<file path="src/rtl/irqp_pkg.sv">
// Shared widths, command codes and slot record for the presentation unit.
// Assumes one presenter per processor; widths are fixed for the whole chip.
package irqp_pkg;
    localparam int SRC_W  = 24;
    localparam int PRIO_W = 8;
    localparam int OWN_W  = 4;
    localparam int WORD_W = SRC_W + PRIO_W;
    localparam logic [PRIO_W-1:0] PRIO_NONE = '1;

    typedef enum logic [2:0] {
        OP_NOP     = 3'd0,
        OP_SET_CUR = 3'd1,
        OP_SET_IPI = 3'd2,
        OP_ACCEPT  = 3'd3,
        OP_POLL    = 3'd4,
        OP_EOI     = 3'd5
    } op_e;

    typedef struct packed {
        logic [PRIO_W-1:0] cur;
        logic [SRC_W-1:0]  src;
        logic [PRIO_W-1:0] pend;
        logic [OWN_W-1:0]  own;
        logic              own_v;
        logic [PRIO_W-1:0] ipi;
    } slot_t;

    typedef struct packed {
        logic             v;
        logic [SRC_W-1:0] src;
        logic [OWN_W-1:0] own;
    } disp_t;
endpackage

</file>
<file path="src/rtl/irqp_cmd_stage.sv">
// Applies one processor command to the slot state (combinational).
// Assumes at most one command per cycle; emits at most one displacement.
module irqp_cmd_stage
    import irqp_pkg::*;
#(
    parameter logic [SRC_W-1:0] IPI_SRC = 24'd2
) (
    input  logic              cmd_valid,
    input  op_e               cmd_op,
    input  logic [WORD_W-1:0] cmd_data,
    input  slot_t             st_i,
    output slot_t             st_o,
    output disp_t             disp_o,
    output logic              eoi_o,
    output logic [SRC_W-1:0]  eoi_src_o,
    output logic              resend_o,
    output logic              rd_o
);
    logic [PRIO_W-1:0] val;
    logic              do_resend;
    logic              do_check;

    assign val = cmd_data[PRIO_W-1:0];

    // Next state from the command, then the resend and IPI check it triggers.
    always_comb begin
        st_o      = st_i;
        disp_o    = '0;
        eoi_o     = 1'b0;
        eoi_src_o = '0;
        resend_o  = 1'b0;
        rd_o      = 1'b0;
        do_resend = 1'b0;
        do_check  = 1'b0;
        if (cmd_valid) begin
            unique case (cmd_op)
                OP_SET_CUR: begin
                    st_o.cur = val;
                    if (val < st_i.cur) begin
                        if (st_i.src != '0 && val <= st_i.pend) begin
                            st_o.src   = '0;
                            st_o.pend  = PRIO_NONE;
                            st_o.own_v = 1'b0;
                            st_o.own   = '0;
                            if (st_i.own_v) disp_o = '{1'b1, st_i.src, st_i.own};
                        end
                    end else if (st_i.src == '0) begin
                        do_resend = 1'b1;
                    end
                end
                OP_SET_IPI: begin
                    st_o.ipi = val;
                    if (val < st_i.cur) do_check = 1'b1;
                end
                OP_ACCEPT: begin
                    rd_o       = 1'b1;
                    st_o.cur   = st_i.pend;
                    st_o.src   = '0;
                    st_o.pend  = PRIO_NONE;
                    st_o.own_v = 1'b0;
                    st_o.own   = '0;
                end
                OP_POLL: rd_o = 1'b1;
                OP_EOI: begin
                    st_o.cur  = cmd_data[WORD_W-1:SRC_W];
                    eoi_o     = 1'b1;
                    eoi_src_o = cmd_data[SRC_W-1:0];
                    if (st_i.src == '0) do_resend = 1'b1;
                end
                default: ;
            endcase
        end
        if (do_resend) begin
            resend_o = 1'b1;
            if (st_o.ipi < st_o.cur) do_check = 1'b1;
        end
        if (do_check && !(st_o.src != '0 && st_o.pend <= st_o.ipi)) begin
            if (st_o.src != '0 && st_o.own_v) disp_o = '{1'b1, st_o.src, st_o.own};
            st_o.src   = IPI_SRC;
            st_o.pend  = st_o.ipi;
            st_o.own_v = 1'b0;
            st_o.own   = '0;
        end
    end
endmodule

</file>
<file path="src/rtl/irqp_dlv_stage.sv">
// Judges one delivery against the post-command slot state (combinational).
// Assumes the offered source number is non-zero.
module irqp_dlv_stage
    import irqp_pkg::*;
(
    input  logic              dlv_valid,
    input  logic [SRC_W-1:0]  dlv_src,
    input  logic [PRIO_W-1:0] dlv_prio,
    input  logic [OWN_W-1:0]  dlv_own,
    input  slot_t             st_i,
    output slot_t             st_o,
    output logic              rej_o,
    output disp_t             disp_o
);
    logic refuse;

    assign refuse = (dlv_prio >= st_i.cur) ||
                    (st_i.src != '0 && st_i.pend <= dlv_prio);

    // Refuse, or take the offer and displace any owned pending entry.
    always_comb begin
        st_o   = st_i;
        rej_o  = 1'b0;
        disp_o = '0;
        if (dlv_valid) begin
            if (refuse) begin
                rej_o = 1'b1;
            end else begin
                if (st_i.src != '0 && st_i.own_v) disp_o = '{1'b1, st_i.src, st_i.own};
                st_o.src   = dlv_src;
                st_o.pend  = dlv_prio;
                st_o.own   = dlv_own;
                st_o.own_v = 1'b1;
            end
        end
    end
endmodule

</file>
<file path="src/rtl/irq_presenter.sv">
// Per-processor interrupt presentation unit: single pending slot, priority
// gate, IPI arbitration. Command is applied before a same-cycle delivery;
// all pulses and read data are registered (one cycle latency).
module irq_presenter
    import irqp_pkg::*;
#(
    parameter logic [SRC_W-1:0] IPI_SRC = 24'd2
) (
    input  logic              clk,
    input  logic              rst_n,
    input  logic              dlv_valid_i,
    input  logic [SRC_W-1:0]  dlv_src_i,
    input  logic [PRIO_W-1:0] dlv_prio_i,
    input  logic [OWN_W-1:0]  dlv_own_i,
    input  logic              cmd_valid_i,
    input  logic [2:0]        cmd_op_i,
    input  logic [WORD_W-1:0] cmd_data_i,
    output logic              cpu_irq_o,
    output logic              rd_valid_o,
    output logic [WORD_W-1:0] rd_word_o,
    output logic [PRIO_W-1:0] rd_ipi_o,
    output logic              dlv_rej_o,
    output logic              disp_o,
    output logic [SRC_W-1:0]  disp_src_o,
    output logic [OWN_W-1:0]  disp_own_o,
    output logic              eoi_o,
    output logic [SRC_W-1:0]  eoi_src_o,
    output logic              resend_o
);
    slot_t            state_q, st_cmd, st_dlv;
    disp_t            disp_cmd, disp_dlv, disp_any;
    logic             eoi_c, resend_c, rd_c, rej_c;
    logic [SRC_W-1:0] eoi_src_c;
    op_e              op;

    assign op = op_e'(cmd_op_i);

    irqp_cmd_stage #(.IPI_SRC(IPI_SRC)) u_cmd (
        .cmd_valid (cmd_valid_i),
        .cmd_op    (op),
        .cmd_data  (cmd_data_i),
        .st_i      (state_q),
        .st_o      (st_cmd),
        .disp_o    (disp_cmd),
        .eoi_o     (eoi_c),
        .eoi_src_o (eoi_src_c),
        .resend_o  (resend_c),
        .rd_o      (rd_c)
    );

    irqp_dlv_stage u_dlv (
        .dlv_valid (dlv_valid_i),
        .dlv_src   (dlv_src_i),
        .dlv_prio  (dlv_prio_i),
        .dlv_own   (dlv_own_i),
        .st_i      (st_cmd),
        .st_o      (st_dlv),
        .rej_o     (rej_c),
        .disp_o    (disp_dlv)
    );

    assign disp_any  = disp_cmd.v ? disp_cmd : disp_dlv;
    assign cpu_irq_o = (state_q.src != '0);

    // Slot state register.
    always_ff @(posedge clk) begin
        if (!rst_n) state_q <= '{cur: '0, src: '0, pend: PRIO_NONE, own: '0, own_v: 1'b0, ipi: PRIO_NONE};
        else        state_q <= st_dlv;
    end

    // Registered result pulses and read data.
    always_ff @(posedge clk) begin
        if (!rst_n) begin
            rd_valid_o <= 1'b0; rd_word_o  <= '0; rd_ipi_o  <= '0;
            dlv_rej_o  <= 1'b0; disp_o     <= 1'b0; disp_src_o <= '0; disp_own_o <= '0;
            eoi_o      <= 1'b0; eoi_src_o  <= '0; resend_o  <= 1'b0;
        end else begin
            rd_valid_o <= rd_c;
            rd_word_o  <= rd_c ? {state_q.cur, state_q.src} : '0;
            rd_ipi_o   <= rd_c ? state_q.ipi : '0;
            dlv_rej_o  <= rej_c;
            disp_o     <= disp_any.v;
            disp_src_o <= disp_any.src;
            disp_own_o <= disp_any.own;
            eoi_o      <= eoi_c;
            eoi_src_o  <= eoi_src_c;
            resend_o   <= resend_c;
        end
    end

    // an offer at or below the current priority is refused one cycle later.
    a_r2_low_offer_refused: assert property (@(posedge clk) disable iff (!rst_n)
        (dlv_valid_i && !cmd_valid_i && dlv_prio_i >= state_q.cur) |=> dlv_rej_o);

    // command and delivery never both displace in the same cycle.
    a_r3_single_displace: assert property (@(posedge clk) disable iff (!rst_n)
        !(disp_cmd.v && disp_dlv.v));

    // an empty slot always carries the least favoured pending priority.
    a_r4_empty_slot_prio: assert property (@(posedge clk) disable iff (!rst_n)
        (state_q.src == '0) |-> (state_q.pend == PRIO_NONE));

    // accept with no delivery leaves the line low.
    a_r4_accept_drops: assert property (@(posedge clk) disable iff (!rst_n)
        (cmd_valid_i && op == OP_ACCEPT && !dlv_valid_i) |=> !cpu_irq_o);

    // poll alone leaves the slot untouched.
    a_r9_poll_stable: assert property (@(posedge clk) disable iff (!rst_n)
        (cmd_valid_i && op == OP_POLL && !dlv_valid_i) |=> $stable(state_q));

    // read data only follows an accept or a poll.
    a_r11_read_source: assert property (@(posedge clk) disable iff (!rst_n)
        rd_valid_o |-> $past(cmd_valid_i && (op == OP_ACCEPT || op == OP_POLL)));
endmodule

</file>
<file path="config.mk">
export PLATFORM = sky130hd
export DESIGN_NAME = irq_presenter
export DESIGN_NICKNAME = d
export VERILOG_FILES = /design/src/rtl/irqp_pkg.sv /design/src/rtl/irqp_cmd_stage.sv /design/src/rtl/irqp_dlv_stage.sv /design/src/rtl/irq_presenter.sv
export SDC_FILE = /design/constraint.sdc
export NUM_CORES = 1
export LEC_CHECK = 0
export ABC_AREA = 1
export BUFFER_PORTS_ARGS = -buffer_cell sky130_fd_sc_hd__buf_4
export CAP_MARGIN = 20
export CORE_MARGIN = 2
export CORE_UTILIZATION = 48
export CTS_CLUSTER_DIAMETER = 50
export CTS_CLUSTER_SIZE = 25
export DETAILED_ROUTE_END_ITERATION = 16
export MAX_ROUTING_LAYER = met4
export PLACE_DENSITY = 0.76
export SLEW_MARGIN = 20
export SYNTH_ARGS = -nofsm -noshare
export SYNTH_HDL_FRONTEND = slang
export SYNTH_SLANG_ARGS = --single-unit
</file>
<file path="constraint.sdc">
create_clock -name clk -period 6.35 [get_ports clk]
set_clock_uncertainty 0.1 [all_clocks]
set_input_delay 1.5875 -clock clk [delete_from_list [all_inputs] [get_ports clk]]
set_output_delay 1.5875 -clock clk [all_outputs]
set_load 0.005 [all_outputs]
</file>
After elaboration in Yosys (flattened, before gate mapping)
Index checks and enable logic that the tools add are counted.
{ "word_totals": {"inputBits": 75, "output_inout_bits": 98, "regBits": 150, "word_cells": 78} }
{ "op_classes": {"muxes": 34, "n_lt_le_gt_ge": 6, "eq_ne": 5, "n_reduce_logical": 17} }
{ "ops": {"columns": ["cell", "count"], "rows": [
  ["two-way mux 29 bit", 11],
  ["two-way mux 37 bit", 5],
  ["case mux 37 bit (2 select lines)", 1],
  ["nonzero test 24 bit", 3],
  ["two-way mux 53 bit", 1],
  ["<= comparator 8 bit", 3],
  ["logical NOT 24 bit", 1],
  ["case mux 8 bit (3 select lines)", 1],
  ["< comparator 8 bit", 2],
  ["two-way mux 1 bit", 13],
  ["greater-or-equal comparator 8 bit", 1],
  ["two-way mux 8 bit", 1],
  ["== test 3 x 2 -> 1 bit (second input constant)", 2],
  ["== test 3 bit (second input constant)", 2],
  ["logical AND 1 bit", 6],
  ["AND reduction 2 bit", 3],
  ["== test 3 x 1 -> 1 bit (second input constant)", 1],
  ["AND reduction 3 bit", 1],
  ["case mux 1 bit (2 select lines)", 1],
  ["OR reduction 2 bit", 1],
  ["logical NOT 1 bit", 1],
  ["logical OR 1 bit", 1]
]} }

Longest topological paths before layout
Gate-level depths: netlist of run 1.
{ "depth": {"word_depth": 17, "mapped_depth": 43, "mapped_depth_nobuf": 39} }

Cells and area by module
Synthesis of run 1 repeated with hierarchy kept, for this count alone.
{ "hier_totals": {"cells_unflattened": 1280, "area_unflattened_um2": 8612.0} }
{ "modules_own_cells": {"columns": ["module", "cells_each", "n_inst", "area_each_um2", "seq_area_each_um2"], "rows": [
  ["irq_presenter", 506, 1, 4546.9, 3002.9],
  ["irqp_cmd_stage", 462, 1, 2407.3, 0.0],
  ["irqp_dlv_stage", 312, 1, 1657.8, 0.0]
]} }

Worst setup path after synthesis of run 1
No wires, ideal clock.
{ "synth_timing": {"kind": "input to register", "from": "input port cmd_data_i[7]", "to": "register disp_src_o[10]", "slack_ns": 0.298, "t_arrival_ns": 5.882, "required_ns": 6.181, "setup_ns": 0.069, "path_stages": 39, "path_cell_list": "ha_1 > nand2_1 > nor2_1 > nand2_1 > nand2_1 > nand2_1 > nand3_1 > nand2_1 > nand2_1 > buf_6 > clkbuf_1 > nand2_1 > ha_1 > nand2_1 > inv_1 > nand2_1 > o211ai_1 > a211oi_1 > [3 not listed] > nand2_2 > buf_2 > nand2_1 > o21ai_0 > ha_1 > inv_1 > nor2_1 > nor2_1 > o21ai_0 > a21oi_1 > o211ai_1 > o41ai_1 > nand2_2 > nand3_4 > nor2_8 > buf_6 > nand2_1 > a21oi_2"} }
{ "synth_via": {"elab_chain_len": 17, "word_cells_on_any_way": 41} }
{ "synth_lines": {"columns": ["element", "line_no", "text"], "rows": [
  ["from (decl)", "irq_presenter.sv:17", "input logic [WORD_W-1:0] cmd_data_i,"],
  ["<= comparator 8 bit", "irqp_cmd_stage.sv:40", "if (st_i.src != '0 && val <= st_i.pend) begin"],
  ["logical AND 1 bit", "irqp_cmd_stage.sv:40", null],
  ["two-way mux 37 bit", "irqp_cmd_stage.sv:40", null],
  ["two-way mux 37 bit", "irqp_cmd_stage.sv:39", "if (val < st_i.cur) begin"],
  ["case mux 37 bit (2 select lines)", "irqp_cmd_stage.sv:36", "unique case (cmd_op)"],
  ["two-way mux 53 bit", "irqp_cmd_stage.sv:35", "if (cmd_valid) begin"],
  ["<= comparator 8 bit or nonzero test 24 bit (tied branches)", "irqp_cmd_stage.sv:77, irqp_cmd_stage.sv:78", null],
  ["logical AND 1 bit", "irqp_cmd_stage.sv:77", "if (do_check && !(st_o.src != '0 && st_o.pend <= st_o.ipi)) begin"],
  ["logical NOT 1 bit", "irqp_cmd_stage.sv:77", null],
  ["logical AND 1 bit", "irqp_cmd_stage.sv:77", null],
  ["two-way mux 37 bit", "irqp_cmd_stage.sv:77", null],
  ["<= comparator 8 bit or nonzero test 24 bit (tied branches)", "irqp_dlv_stage.sv:18, irqp_dlv_stage.sv:29", null],
  ["logical AND 1 bit, on equally long branches", "irqp_dlv_stage.sv:18, irqp_dlv_stage.sv:29", null],
  ["logical OR 1 bit or two-way mux 29 bit (tied branches)", "irqp_dlv_stage.sv:17, irqp_dlv_stage.sv:29", null],
  ["two-way mux 29 bit", "irqp_dlv_stage.sv:26", "if (refuse) begin"],
  ["two-way mux 29 bit", "irqp_dlv_stage.sv:25", "if (dlv_valid) begin"],
  ["two-way mux 29 bit *", "irq_presenter.sv:62", "assign disp_any = disp_cmd.v ? disp_cmd : disp_dlv;"],
  ["to (signal assigned)", "irq_presenter.sv:83", "disp_src_o <= disp_any.src;"],
  ["to (decl)", "irq_presenter.sv:24", "output logic [SRC_W-1:0] disp_src_o,"]
]} }
Mark *: on every way between the ends. The rest lies on a longest branch, timed or not.
A chain may end at the register's enable or synchronous reset.

Worst setup path in the final report of run 1
{ "layout_timing": {"from": "input port cmd_data_i[7]", "to": "register disp_src_o[13]"} }
The elaborated chain is that of the path after synthesis.

==> qor.csv, run 1 <==
metric,value,unit
status,finished clean,
"Slew Viols, Final",0,
hold path start,state_q[5]$_SDFF_PN1_,
FMAX,0.170,GHz
Final min period,5.90,ns
final WL,18200,um
vias in the first global route,5798,
max incr delay on CP,0.35,ns
Worst-Skew Late Latency,0.43,ns
"commonest cells after routing, fill and taps aside","191 x buf_4, 189 x nand2_1, 165 x nor2_1",
initial antenna violation count,0,
Power Total,2350,uW
DIE AREA,14900,um2
Starting Density,0.486,
Multi-input gate area,3020,um2
CTS root buffer,clkbuf_16,
"flops & latches, synth",150,
Hold Crit Class,register to register,
Max VDD drop,170,uV
most common flop cell mapped by yosys,dfxtp_1,
drt initial violations,510,
placed insts,1252,
Worst-path clk slew,0.06,ns
row count,43,
Layout area overhead,31.9,%
crit path buf inv count,4,
Mean Syn Cell Area,7.31,um2
io pins,173,
Syn Inst Count,913,
post-synth cell types,33,
Synth warnings,0,
area post-placement,8240,um2
I/O Buffers,172,
Placement Setup Slack,0.0141,ns
post-route insts no fill,1283,
CTS tree,done,
Crit path top cell by count,nand2_1,
pin count of the biggest net entering global routing,49,
WP data required,6.59,ns
"commonest non-fill, non-tap cell in the layout",buf_4,
die height,122,um
GRT overflow,0,
Final Hold Viols,0,
cts hold-fix bufs,0,
max_slew headroom,0.431,
Worst setup SP type,primary input,
sequential area share after synthesis,0.450,
max-cap viol count,0,
Post-synth ARST share,0,
Final Wtd Congestion,0.985,
ANT nets after route,0,
FF/Latch Area,3000,um2
CP max stage cell,ha_1,
first-pass detailed-route iteration total,5,
Final Net Count,1213,
reg2reg setup slack,1.32,ns
Vias,6358,
hpwl dp,13200,um
clk buf depth,2,
post-synthesis net count,1034,
H-tree Lvls,4,
CP Class,primary input to register,
antenna diode count,0,
DRC violations left,0,
routed vias/inst,4.96,
first-pass GRT wire length,28500,um
largest fanout on the critical path,27,
WL per Instance,14.2,um
buffers inserted by post-CTS timing repair,0,
Worst R2R Start,state_q[20]$_SDFF_PN1_,
"EDFF count, synth",0,
largest delay contributor family on the critical path,simple AND/OR/NAND/NOR gates,
final non-filler cell area,8800,um2
overall routing resource usage,0.254,
die width,122,um
worst setup margin,0.453,ns
share of cells above drive strength 1,0.224,
power density over the cells,267,nW/um2
element type at the critical path end,register,
Tcrit/Tclk final,0.929,
total core area,13700,um2
post-synthesis instance area,6670,um2
total CTS buffers,17,
Leak,0.00443,uW
critical path launch point,cmd_data_i[7],
final setup fails,0,
Fillers,1185,
Sink Count,150,
Critical Path AT,6.14,ns
worst slew pin tran,0.851,ns
final cells by class:
type,count,area share
clock buffers,21,0.0523
clock inverters,9,0.00611
inverters,138,0.0589
multi-input cells,590,0.343
flip-flops and latches,150,0.341
well taps,180,0.0256
repair buffers,195,0.173
what timing repair did:
item                                    in CTS  in global routing
endpoints found under the hold margin        0                  0
resized for setup                            0                  3
endpoints found under the setup margin       0                 54
synthesized netlist by cell type, types with 2 or more instances:
master	n	area share
a21oi_1	49	0.037
o21ai_1	17	0.013
clkbuf_1	21	0.012
a21oi_2	7	0.0092
nand3_1	19	0.014
nand2_2	2	0.0019
nor3_1	5	0.0037
o211ai_1	10	0.011
nand2_1	190	0.11
ha_1	46	0.086
o22ai_1	12	0.011
nor2_1	165	0.093
nand4_1	10	0.0094
o21ai_0	46	0.034
dfxtp_1	150	0.45
buf_2	10	0.0075
inv_2	9	0.0051
buf_6	3	0.0051
inv_1	128	0.072
stage by stage:
stage,hold WS [ns],util,setup TNS (ns)
floorplan,0.316,-,0
global placement,0.329,0.601,0
detailed placement,0.324,0.601,0
CTS,0.336,0.638,0
global route,0.370,0.641,-0.259
finish,0.333,0.641,0
logic make-up (layout without fill, tap and decap cells):
family | Yosys count | in the layout | share of synthesized area
and+or+nand+nor | 395 | 395 | 0.236
DFF | 150 | 150 | 0.450
buffers and inverters | 173 | 363 | 0.103
adders and majority gates | 46 | 46 | 0.0862
AOI/OAI and AO/OA | 149 | 149 | 0.125
sequential cells by signal, indices dropped and copies added (netlist names):
name	flops
eoi_o	1
disp_src_o	24
eoi_src_o	24
disp_o	1
rd_valid_o	1
resend_o	1
dlv_rej_o	1
rd_ipi_o	8
disp_own_o	4
rd_word_o	32
state_q	53
worst reg2reg max path: cells and delay by family (launching register included):
family	cells	cell delay [ns]
adder cells (fa/ha/maj)	3	0.98
buffers and inverters	4	0.44
flip-flops	1	0.30
AO/OA/AOI/OAI	9	1.34
AND/OR/NAND/NOR	19	1.76
power by group:
part	internal [uW]	total, uW	switching, uW	leakage [uW]
registers	988	1020	29.5	0.00122
logic	178	450	272	0.00296
clock network	511	883	372	0.000255
total	1680	2350	674	0.00443
per-layer routing:
metal / global-route usage / vias to the layer above / wire length [um]
li1: - / 3222 / -
met1: 0.336 / 2862 / 8040
met2: 0.388 / 239 / 8390
met3: 0.0510 / 35 / 1430
met4: 0.0934 / 0 / 386
met5: - / - / 0
final timing paths:
path | cells after the start | endpoint
setup / recovery | 35 | disp_src_o[13]$_SDFF_PN0_
hold / removal | 2 | rd_ipi_o[5]$_SDFF_PN0_
setup reg to reg | 35 | disp_src_o[13]$_SDFF_PN0_
hold reg to reg | 2 | rd_ipi_o[5]$_SDFF_PN0_
(Power assumes the default switching activity.)
==> run 2, diff against run 1 <==
--- a/config.mk
+++ b/config.mk
@@ -11,4 +11,3 @@
 export CORE_MARGIN = 2
-export CORE_UTILIZATION = 48
-export CTS_CLUSTER_DIAMETER = 50
+export CORE_UTILIZATION = 55
 export CTS_CLUSTER_SIZE = 25
@@ -16,3 +15,3 @@
 export MAX_ROUTING_LAYER = met4
-export PLACE_DENSITY = 0.76
+export PLACE_DENSITY = 0.83
 export SLEW_MARGIN = 20
==> constraint.sdc (replaced) <==
create_clock -name clk -period 7.1 [get_ports clk]
set_clock_uncertainty 0.1 [all_clocks]
set_input_delay 1.775 -clock clk [delete_from_list [all_inputs] [get_ports clk]]
set_output_delay 1.775 -clock clk [all_outputs]
set_load 0.01 [all_outputs]
==> run 2 against run 1 <==
Worst setup slack better by 0.37 ns. Count of clock-buffer cells in the layout decreased by 3. Final cell count down 3.0%. Flip-flop and latch count unchanged. Core utilization rose by 9.0 points. Largest power group unchanged. Hold slack improved by 0.012 ns. First-iteration DRC count grew 40%. Combinational power decreased by 11%. Clock power decreased by 0.6%. Global-route usage up 4.0 points. Routed wire length increased by 1.9%. Design area decreased by 1.0%.
==> qor.csv, run 2 (synthesized netlist as in run 1, its figures left out) <==
metric,value,unit
status,finished clean,
worst slew pin tran,0.836,ns
total CTS buffers,17,
Worst setup SP type,primary input,
GRT overflow,0,
Int Pwr,1540,uW
Tcrit/Tclk final,0.884,
WL per Instance,14.9,um
initial antenna violation count,0,
total core area,11900,um2
die height,114,um
clk buf depth,2,
post_cts resized,0,
Reg with most FFs,state_q,
row count,40,
routed vias/inst,5.24,
"Slew Viols, Final",0,
pin count of the biggest net entering global routing,49,
Critical Path End,disp_src_o[6]$_SDFF_PN0_,
max incr delay on CP,0.36,ns
Layout area overhead,30.5,%
Final Net Count,1205,
clock share of power,0.401,
I/O Buffers,172,
CP Class,primary input to register,
Worst R2R Start,state_q[19]$_SDFF_PN1_,
final core occ,0.731,
FF/Latch Area,3000,um2
Crit path top cell by count,nand2_1,
largest fanout on the critical path,27,
DIE AREA,13000,um2
CTS root buffer,clkbuf_16,
H-tree Lvls,4,
Sink Count,150,
power density over the cells,251,nW/um2
CP max stage cell,nor2_8,
Leak,0.00440,uW
biggest regs,"state_q x53, rd_word_o x32",
overall routing resource usage,0.294,
drt initial violations,715,
Critical Path AT,6.51,ns
Hold Path Depth,2,
first-pass detailed-route iteration total,6,
Worst-Skew Late Latency,0.42,ns
setup_tns,0,ns
reg2reg setup slack,1.90,ns
Max VDD drop,132,uV
final WL,18600,um
FMAX,0.159,GHz
WP data required,7.34,ns
r2r worst-path depth,36,
Final min period,6.27,ns
unrepaired setup endpoints after global routing,no,
max FFs per register,53,
final setup fails,0,
Final Hold Viols,0,
vias in the first global route,6166,
antenna diode count,0,
Multi-input gate area,3000,um2
element type at the critical path end,register,
"commonest cells after routing, fill and taps aside","190 x nand2_1, 186 x buf_4, 165 x nor2_1",
Final Wtd Congestion,1.01,
share of cells above drive strength 1,0.220,
cts hold-fix bufs,0,
switch share,0.299,
max-cap viol count,0,
combinational fraction of design power,0.183,
"commonest non-fill, non-tap cell in the layout",nand2_1,
Starting Density,0.560,
hpwl dp,13100,um
Seq pwr share,0.416,
first-pass GRT wire length,29200,um
max_slew headroom,0.442,
Worst-path clk slew,0.06,ns
ANT nets after route,0,
Sw Pwr,654,uW
buffers inserted by post-CTS timing repair,0,
die width,114,um
Fillers,940,
io pins,173,
critical path launch point,cmd_data_i[7],
CTS tree,done,
worst r2r dst,disp_src_o[6]$_SDFF_PN0_,
DRC violations left,0,
Vias,6522,
Hold Crit Class,register to register,
## run 2: changes by cell type in the layout (fill, tap and decap cells not counted), sizes merged
cell / change
buf: -8
bufinv: +1
clkbuf: -3
clkinv: -1
inv: +5
## run 2: metrics by stage
stage | total power (uW) | hold slack [ns] | instances | area, um2 | worst slack, ns
5_1_grt | 2280 | 0.363 | 1244 | 8710 | 0.236
4_1_cts | 2180 | 0.349 | 1243 | 8680 | 0.913
2_1_floorplan | 1180 | 0.316 | 913 | 6670 | 0.858
6_report | 2190 | 0.345 | 1244 | 8710 | 0.827
3_3_place_gp | 1300 | 0.330 | 1211 | 8110 | 0.691
3_5_place_dp | 1310 | 0.336 | 1211 | 8110 | 0.528
## run 2: worst max-delay path, delay by kind of cell
kind	cells	cell delay, ns
buffers and inverters	4	0.34
and+or+nand+nor	20	2.24
adders and majority gates	3	0.89
AOI/OAI and AO/OA	9	1.23
## run 2: worst min path at each step
stage                               start                      to  slack, ns
floorplan           state_q[0]$_SDFF_PN1_  rd_ipi_o[0]$_SDFF_PN0_       0.32
global placement    state_q[0]$_SDFF_PN1_  rd_ipi_o[0]$_SDFF_PN0_       0.33
detailed placement  state_q[0]$_SDFF_PN1_  rd_ipi_o[0]$_SDFF_PN0_       0.34
CTS                 state_q[5]$_SDFF_PN1_  rd_ipi_o[5]$_SDFF_PN0_       0.35
global route        state_q[6]$_SDFF_PN1_  rd_ipi_o[6]$_SDFF_PN0_       0.36
finish              state_q[2]$_SDFF_PN1_  rd_ipi_o[2]$_SDFF_PN0_       0.35
## run 2: power groups by stage
stage                     Sequential (uW)  Combinational (uW)  Clock, uW
after floorplan                       925                 257          0
after global placement                925                 379          0
after detailed placement              927                 388          0
after CTS                             908                 394        883
after global routing                  913                 448        921
final                                 910                 401        878
## run 2: cell type report
type | count | area share
clock inverters | 14 | 0.0159
clock buffers | 18 | 0.0504
repair buffers | 187 | 0.163
well taps | 147 | 0.0211
flip-flops and latches | 150 | 0.345
inverters | 138 | 0.0595
multi-input cells | 590 | 0.345
## run 2: layer usage
| layer | share of wire | wire, um | vias up | GRT usage |
|---|---|---|---|---|
| met5 | 0 | 0 | - | - |
| met4 | 0.022 | 418 | 0 | 0.129 |
| met3 | 0.091 | 1680 | 49 | 0.0614 |
| met2 | 0.46 | 8530 | 361 | 0.454 |
| met1 | 0.43 | 7960 | 2895 | 0.374 |
| li1 | - | - | 3217 | - |
==> run 3, diff against run 2 <==
CORE_UTILIZATION = 40   (was 55)
GPL_ROUTABILITY_DRIVEN = 0   (was unset)
PLACE_DENSITY = unset   (was 0.83)
==> run 3 against run 2 <==
Clock power is 1% higher. Die area increased by 36%. Non-clock buffer count grew 9. Design area increased by 1.9%. Flip-flop and latch count is the same. Global-route usage down 7.1 points. Routed wire length is 3.1% higher. Worst setup slack worse by 0.051 ns. Sequential power hardly changed. Sequential share of layout area fell by 0.65 points.
==> qor.csv, run 3 (synthesized netlist as in run 1, its figures left out) <==
metric,value,unit
r2r worst-path depth,37,
CP max stage cell,ha_1,
setup_tns,0,ns
cts hold-fix bufs,0,
Hold Path Depth,2,
DIE AREA,17700,um2
routed vias/inst,4.76,
Reg with most FFs,state_q,
worst hold endpoint,rd_ipi_o[4]$_SDFF_PN0_,
Worst-path clk slew,0.06,ns
Layout area overhead,33.0,%
first-pass GRT wire length,30100,um
DRC violations left,0,
overall routing resource usage,0.223,
max-cap viol count,0,
unrepaired setup endpoints after global routing,no,
clk buf depth,2,
Final min period,6.32,ns
CP Class,primary input to register,
max_slew headroom,0.417,
Fillers,1610,
Tcrit/Tclk final,0.891,
Final Net Count,1214,
drt initial violations,431,
initial antenna violation count,0,
Critical Path AT,6.57,ns
total core area,16500,um2
die width,133,um
Leak,0.00444,uW
share of cells above drive strength 1,0.225,
ANT nets after route,0,
final setup fails,0,
Power Total,2200,uW
"Slew Viols, Final",0,
hpwl dp,14300,um
worst r2r dst,disp_src_o[8]$_SDFF_PN0_,
worst slew pin tran,0.872,ns
buffers inserted by post-CTS timing repair,0,
biggest regs,"state_q x53, rd_word_o x32",
Hold Crit Class,register to register,
max FFs per register,53,
pin count of the biggest net entering global routing,49,
reg2reg setup slack,1.84,ns
WP data required,7.35,ns
final hold slack,0.336,ns
CTS root buffer,clkbuf_16,
Crit path top cell by count,nand2_1,
FF/Latch Area,3000,um2
Max VDD drop,177,uV
hold path start,state_q[4]$_SDFF_PN1_,
die height,133,um
first-pass detailed-route iteration total,7,
"commonest cells after routing, fill and taps aside","195 x buf_4, 190 x nand2_1, 165 x nor2_1",
final WL,19200,um
Starting Density,0.405,
status,finished clean,
FMAX,0.158,GHz
post_cts resized,0,
Multi-input gate area,3000,um2
Vias,6313,
Worst-Skew Late Latency,0.43,ns
CTS tree,done,
total CTS buffers,17,
antenna diode count,0,
Sink Count,150,
I/O Buffers,172,
row count,47,
largest fanout on the critical path,17,
Worst R2R Start,state_q[20]$_SDFF_PN1_,
power density over the cells,248,nW/um2
max incr delay on CP,0.31,ns
element type at the critical path end,register,
GRT overflow,0,
"commonest non-fill, non-tap cell in the layout",buf_4,
Worst setup SP type,primary input,
vias in the first global route,5902,
io pins,173,
WL per Instance,14.5,um
Final Hold Viols,0,
H-tree Lvls,4,
[run 3: cell count changes in the layout (fill, tap and decap cells not counted), sizes merged]
cell	previous run	this run
clkinv	6	2
clkinvlp	2	4
inv	143	142
clkbuf	18	21
buf	187	196
[run 3: power breakdown]
group	leakage [uW]	internal, uW	switching (uW)	total, uW
logic	0.00294	156	249	405
clock network	0.000275	517	372	890
registers	0.00122	883	26.1	909
[run 3: worst max path at each step]
stage	startpoint	to	slack (ns)	cells after the start
after floorplan	cmd_data_i[7]	disp_src_o[10]$_SDFF_PN0_	0.86	39
after global placement	cmd_data_i[3]	disp_src_o[7]$_SDFF_PN0_	0.55	32
after detailed placement	cmd_data_i[3]	disp_src_o[7]$_SDFF_PN0_	0.38	32
after CTS	cmd_data_i[3]	disp_src_o[7]$_SDFF_PN0_	0.82	32
after global routing	cmd_data_i[7]	disp_src_o[12]$_SDFF_PN0_	0.20	35
final	cmd_data_i[7]	disp_src_o[8]$_SDFF_PN0_	0.78	37
[run 3: layer usage]
| metal | track usage | wire length [um] | vias to the layer above |
|---|---|---|---|
| met5 | - | 0 | - |
| li1 | - | - | 3237 |
| met3 | 0.0419 | 1290 | 23 |
| met4 | 0.0703 | 326 | 0 |
| met2 | 0.337 | 8370 | 231 |
| met1 | 0.304 | 9190 | 2822 |
[run 3: final cells by class]
cell class	instances	area share
timing repair buffer	196	0.168
clock inverter	11	0.0130
sequential	150	0.338
clock buffer	21	0.0530
inverter	138	0.0584
multi-input combinational	590	0.338
tap	220	0.0310
[run 3: critical path, delay by kind of cell]
| kind | cells | cell delay [ns] |
|---|---|---|
| buffers and inverters | 5 | 0.53 |
| AND/OR/NAND/NOR | 20 | 2.10 |
| adder cells (fa/ha/maj) | 3 | 0.89 |
| AO/OA/AOI/OAI | 9 | 1.24 |
[run 3: per-stage QoR]
step	setup slack, ns	cells	instance area, um2	util
floorplan	0.858	913	6670	-
global placement	0.546	1293	8260	0.502
detailed placement	0.383	1294	8290	0.504
CTS	0.822	1326	8880	0.539
global route	0.201	1326	8880	0.539
finish	0.776	1326	8880	0.539
